### src/rtl/ecc_rmw_pkg.sv
package ecc_rmw_pkg;
  localparam int DW  = 32;          // data bits per word
  localparam int HW  = 6;           // Hamming check bits
  localparam int CW  = DW + HW + 1; // stored word incl. overall parity
  localparam int NB  = DW / 8;      // byte lanes

  // Hamming position (1..CW-1, non power of two) of data bit idx
  function automatic logic [HW-1:0] data_pos(input int idx);
    int cnt;
    logic [HW-1:0] r;
    cnt = 0;
    r   = '0;
    for (int p = 1; p <= CW - 1; p++) begin
      if ((p & (p - 1)) != 0) begin
        if (cnt == idx) r = HW'(p);
        cnt++;
      end
    end
    return r;
  endfunction

  function automatic logic [HW-1:0] ham_syn(input logic [DW-1:0] d);
    logic [HW-1:0] s;
    s = '0;
    for (int i = 0; i < DW; i++)
      if (d[i]) s = s ^ data_pos(i);
    return s;
  endfunction

  function automatic logic [CW-1:0] ecc_encode(input logic [DW-1:0] d);
    logic [HW-1:0] c;
    c = ham_syn(d);
    return {^{c, d}, c, d};
  endfunction
endpackage

### src/rtl/ecc_encoder.sv
module ecc_encoder
  import ecc_rmw_pkg::*;
(
  input  logic [DW-1:0] data_i,
  output logic [CW-1:0] code_o
);
  assign code_o = ecc_encode(data_i);
endmodule

### src/rtl/ecc_decoder.sv
module ecc_decoder
  import ecc_rmw_pkg::*;
(
  input  logic [CW-1:0] code_i,
  output logic [DW-1:0] data_o,
  output logic          double_o
);
  logic [HW-1:0] syn;
  logic          par;
  logic [CW-1:0] fixed;
  logic          hit;
  logic          single;

  assign syn = ham_syn(code_i[DW-1:0]) ^ code_i[DW+HW-1:DW];
  assign par = ^code_i;

  always_comb begin
    fixed    = code_i;
    hit      = 1'b0;
    single   = 1'b0;
    double_o = 1'b0;
    if (syn != '0 || par) begin
      if (!par) begin
        double_o = 1'b1;
      end else if (syn == '0) begin
        fixed[CW-1] = ~fixed[CW-1];
        hit = 1'b1;
      end else begin
        for (int k = 0; k < HW; k++)
          if (syn == HW'(1 << k)) begin
            fixed[DW+k] = ~fixed[DW+k];
            hit = 1'b1;
          end
        for (int i = 0; i < DW; i++)
          if (syn == data_pos(i)) begin
            fixed[i] = ~fixed[i];
            hit = 1'b1;
          end
      end
      single   = par && hit;
      double_o = !single;
    end
    data_o = fixed[DW-1:0];

    data_flip_chk: assert ($countones(data_o ^ code_i[DW-1:0]) <= 1);
  end
endmodule

### src/rtl/ecc_word_ram.sv
module ecc_word_ram #(
  parameter int AW = 6,
  parameter int W  = 39
) (
  input  logic          clk,
  input  logic          we,
  input  logic [AW-1:0] waddr,
  input  logic [W-1:0]  wdata,
  input  logic [AW-1:0] raddr,
  output logic [W-1:0]  rdata
);
  localparam int DEPTH = 1 << AW;
  logic [W-1:0] mem [DEPTH];

  always_ff @(posedge clk) begin
    if (we) mem[waddr] <= wdata;
    rdata <= mem[raddr];
  end
endmodule

### src/rtl/ecc_rmw_ram.sv
module ecc_rmw_ram
  import ecc_rmw_pkg::*;
#(
  parameter int ADDR_W = 6
) (
  input  logic              clk,
  input  logic              rst,
  input  logic              req_valid,
  input  logic              req_write,
  input  logic [1:0]        req_size,
  input  logic [ADDR_W+1:0] req_addr,
  input  logic [DW-1:0]     req_wdata,
  output logic              req_ready,
  output logic              rsp_valid,
  output logic [DW-1:0]     rsp_rdata,
  output logic              rsp_error,
  input  logic              err_clr,
  output logic              err_flag
);
  localparam int BA = ADDR_W + 2;

  logic              req_fire, req_full;
  logic [NB-1:0]     be_req;
  logic              s1_valid, s1_write, s1_partial;
  logic [ADDR_W-1:0] s1_addr;
  logic [NB-1:0]     s1_be;
  logic [DW-1:0]     s1_wdata;
  logic [CW-1:0]     rd_code, wr_code;
  logic [DW-1:0]     dec_data, merged, enc_in;
  logic              dec_double, ram_we, err_set;
  logic [ADDR_W-1:0] ram_waddr;

  assign req_ready = !(s1_valid && s1_partial);
  assign req_fire  = req_valid && req_ready;
  assign req_full  = req_size[1];

  always_comb begin
    case (req_size)
      2'd0:    be_req = NB'(1) << req_addr[1:0];
      2'd1:    be_req = req_addr[1] ? 4'b1100 : 4'b0011;
      default: be_req = '1;
    endcase
  end

  always_ff @(posedge clk) begin
    if (rst) begin
      s1_valid   <= 1'b0;
      s1_write   <= 1'b0;
      s1_partial <= 1'b0;
    end else begin
      s1_valid   <= req_fire;
      s1_write   <= req_write;
      s1_partial <= req_write && !req_full;
    end
    s1_addr  <= req_addr[BA-1:2];
    s1_be    <= be_req;
    s1_wdata <= req_wdata;
  end

  ecc_word_ram #(.AW(ADDR_W), .W(CW)) u_ram (
    .clk   (clk),
    .we    (ram_we),
    .waddr (ram_waddr),
    .wdata (wr_code),
    .raddr (req_addr[BA-1:2]),
    .rdata (rd_code)
  );

  ecc_decoder u_dec (
    .code_i   (rd_code),
    .data_o   (dec_data),
    .double_o (dec_double)
  );

  for (genvar l = 0; l < NB; l++) begin : g_lane
    assign merged[8*l +: 8] = s1_be[l] ? s1_wdata[8*l +: 8] : dec_data[8*l +: 8];
  end

  logic rmw_commit;
  assign rmw_commit = s1_valid && s1_partial;
  assign enc_in    = rmw_commit ? merged : req_wdata;
  assign ram_waddr = rmw_commit ? s1_addr : req_addr[BA-1:2];
  assign ram_we    = (rmw_commit && !dec_double) ||
                     (req_fire && req_write && req_full);

  ecc_encoder u_enc (
    .data_i (enc_in),
    .code_o (wr_code)
  );

  assign err_set = s1_valid && (!s1_write || s1_partial) && dec_double;

  always_ff @(posedge clk) begin
    if (rst) begin
      rsp_valid <= 1'b0;
      rsp_error <= 1'b0;
      rsp_rdata <= '0;
      err_flag  <= 1'b0;
    end else begin
      rsp_valid <= s1_valid;
      rsp_error <= err_set;
      rsp_rdata <= (s1_valid && !s1_write) ? dec_data : '0;
      if (err_set)      err_flag <= 1'b1;
      else if (err_clr) err_flag <= 1'b0;
    end
  end


  rsp_timing_chk: assert property (@(posedge clk) disable iff (rst)
    req_fire |=> ##1 rsp_valid);

  partial_stall_chk: assert property (@(posedge clk) disable iff (rst)
    (req_fire && req_write && !req_full) |=> !req_ready);

  read_nostall_chk: assert property (@(posedge clk) disable iff (rst)
    (req_fire && !req_write) |=> req_ready);

  err_flag_chk: assert property (@(posedge clk) disable iff (rst)
    rsp_error |-> (rsp_valid && err_flag));

  clr_chk: assert property (@(posedge clk) disable iff (rst)
    (err_clr && !err_set) |=> !err_flag);

  set_wins_chk: assert property (@(posedge clk) disable iff (rst)
    err_set |=> err_flag);

  no_store_chk: assert property (@(posedge clk) disable iff (rst)
    (rmw_commit && dec_double) |-> !ram_we);
endmodule

### config.mk
export PLATFORM = sky130hd
export DESIGN_NAME = ecc_rmw_ram
export DESIGN_NICKNAME = d
export VERILOG_FILES = /design/src/rtl/ecc_rmw_pkg.sv /design/src/rtl/ecc_encoder.sv /design/src/rtl/ecc_decoder.sv /design/src/rtl/ecc_word_ram.sv /design/src/rtl/ecc_rmw_ram.sv
export SDC_FILE = /design/constraint.sdc
export NUM_CORES = 2
export LEC_CHECK = 0
export BUFFER_PORTS_ARGS = -buffer_cell sky130_fd_sc_hd__buf_2
export CORE_MARGIN = 10
export CORE_UTILIZATION = 25
export CTS_BUF_LIST = sky130_fd_sc_hd__clkbuf_16
export DETAILED_ROUTE_END_ITERATION = 16
export SLEW_MARGIN = 10
export SYNTH_ARGS = -nofsm -noshare
export SYNTH_HDL_FRONTEND = slang
export SYNTH_SLANG_ARGS = --single-unit
export TNS_END_PERCENT = 20
### constraint.sdc
create_clock -name clk -period 14.97 [get_ports clk]
set_input_delay 1.497 -clock clk [delete_from_list [all_inputs] [get_ports clk]]
set_output_delay 1.497 -clock clk [all_outputs]
set_load 0.05 [all_outputs]
==> metrics.cfg <==
[floorplanning]
die-width_um=654
start_util_pct=25.2
dieArea_mm2=0.428
die_h_um=654
io_pins=83
core_area_mm2=0.400
rows=232

[logic_synthesis]
ys_warn_count=0
yosys_register_bits=2615
synth_nets=4230
ys_async_sr_fraction_pct=0
synth_area_leaders=edfxtp_1 (74%), mux4_2 (18%), dfxtp_1 (2.4%)
synth_seq_area_share_pct=76.9
netlist_area_mm2=0.101
synth_edf_count=2496
synth_cells=4183
synth.distinct_cells=58
synth_top_flop_cell=edfxtp_1
yosysTopAreaCell=edfxtp_1
yosysTopAreaCellShare_pct=74.5
syn_area_per_cell_um2=24.1

[routing]
wl_um=276000
drt-initial-drc-count=6253
via_count=47713
wl_per_cell_um=27.8
drt-pass1-iter-count=8
via_per_inst=4.81
final_antenna_net_count=0
route.detailed.drc=0

[cells_and_area]
seqCellArea_mm2=0.0773
area_growth_pct=16.4
layout-drive-gt1-share_pct=32.7
nets=4521
multi_input_area_mm2=0.0231
layout_commonest_cell=edfxtp_1
fin_area_mm2=0.117
num-fill-cells=38310
layout_common_cells=edfxtp_1 (2496), mux4_2 (806), clkbuf_16 (292)

[place]
dpl_cell_area_mm2=0.109
hpwl_um=147000
numPortBuffers=82
dp_slack_ps=7330
routabilityCongestion=0.842

[clocking]
hold_buffers=0
cts_setup_buffers=0
clockBufferDepth=4
path_clk_slew_ps=60
post_cts_resized=0
htreeDepth=5
cts_tree=done
numCtsBuffers=288
clockRootBuffer=clkbuf_16
clock-sinks=2615
clk_latency_ps=940

[worst_setup_path]
crit_type=reg2reg
cp.required_ps=15510
r2r_start=u_ram.rdata[30]$_DFF_P_
cp-end-kind=register
cp-startpoint=u_ram.rdata[30]$_DFF_P_
arrival_ps=8310
startpoint_type=register
crit_fanout=66

[global_routing]
grt_usage_pct=12.5
antenna_found_initial=22
grt_pass1_wl_um=384000
grt_max_degree=132
grt_pass1_vias=48177
grt-ovfl-total=0

[power]
leakagePower_nw=35.9
ir_drop_mv=0.460
p_per_area_mw_per_mm2=151

[sta]
max_freq_mhz=129
setup_viol_count_final=0
drv_slew=0
setup_ws_ps=7200
fin_crit_sh_pct=51.9
slew_headroom_pct=13.1
tns_ps=0
period_minus_slack_ps=7770
finalClockSkew_ps=55.9
hold_viol_final=0
rsz0062_at_grt=no
worst_slew_pin_slew_ps=1300

[min_path]
min_from=err_flag$_SDFFE_PP0P_
hold_path_class=reg2reg

[run_status]
run_status=finished, final reports clean

[flow_run]
max-cap-violations=0

## worst max-delay path: stages, from the launching register on
cell and delay, ps:
dfxtp_1 410, xnor3_2 520, xnor2_1 200, xnor3_1 440, xnor3_2 760, o41a_1 550
o311ai_0 500, nand2_2 750, xor2_1 420, xnor3_1 290, xnor3_2 1180, xnor3_1 340
xnor3_2 990
## routing by layer
metal  track usage (%)  share of wire, %
met1              16.9                40
met4              3.76               3.0
met5                 0            0.0091
met2              19.8                47
met3              3.10               9.5
## Yosys cell counts, types with 10 or more instances
library cell,number
xnor3_1,29
edfxtp_1,2496
xnor2_1,61
nor2_1,91
xor2_1,22
nor3_1,14
nor2b_1,10
nand4_1,13
o21ai_0,30
mux2_2,14
o31a_1,11
buf_1,72
o21ba_2,10
clkbuf_1,136
mux2i_1,18
inv_1,12
mux4_2,806
dfxtp_1,119
nor4_1,16
xor3_1,10
nand2b_1,15
nand2_1,72
nand3_1,17
## sequential cells by signal, indices dropped and copies added, names as in the netlist
register	count
u_ram.rdata	39
rsp_error	1
rsp_valid	1
s1_valid	1
s1_be	4
u_ram.mem	2496
rsp_rdata	32
s1_partial	1
s1_wdata	32
s1_write	1
s1_addr	6
err_flag	1
## metrics by stage
stage                     hold WS [ps]  util (%)  instances  total power [W]
final                              483      29.3       9927           0.0177
after global routing               496      29.3       9924           0.0183
after CTS                          476      29.3       9924           0.0178
after detailed placement           452      27.2       9449           0.0114
after global placement             429      27.2       9449           0.0113
after floorplan                    464         -       4183           0.0106
## where the power goes
part           switching, W  internal, W
clock               0.00274      0.00372
combinational       0.00182     0.000734
sequential        0.0000329      0.00869
total               0.00460       0.0131
## layout make-up
type | count | share of cell area (%)
sequential | 2615 | 66.1
multi-input combinational | 1341 | 19.8
clock buffer | 292 | 6.24
tap | 5265 | 5.63
timing repair buffer | 215 | 1.30
clock inverter | 183 | 0.964
inverter | 13 | 0.0428
antenna | 3 | 0.00641
## worst paths after layout
path | endpoint | slack (ps) | cells after the start
setup / recovery | u_ram.mem[29][38]$_DFFE_PP_ | 7200 | 12
hold / removal | err_flag$_SDFFE_PP0P_ | 480 | 1
setup reg to reg | u_ram.mem[29][38]$_DFFE_PP_ | 7200 | 12
hold reg to reg | err_flag$_SDFFE_PP0P_ | 480 | 1
## kinds of logic after synthesis
logic type,after synthesis,share of synthesized area [%]
multiplexers,838,18.4
buffers and inverters,227,0.867
XOR/XNOR,132,1.83
flip-flops,2615,76.9
AO/OA/AOI/OAI,97,0.757
AND/OR/NAND/NOR,274,1.31
Power figures use the tool's default switching activity.
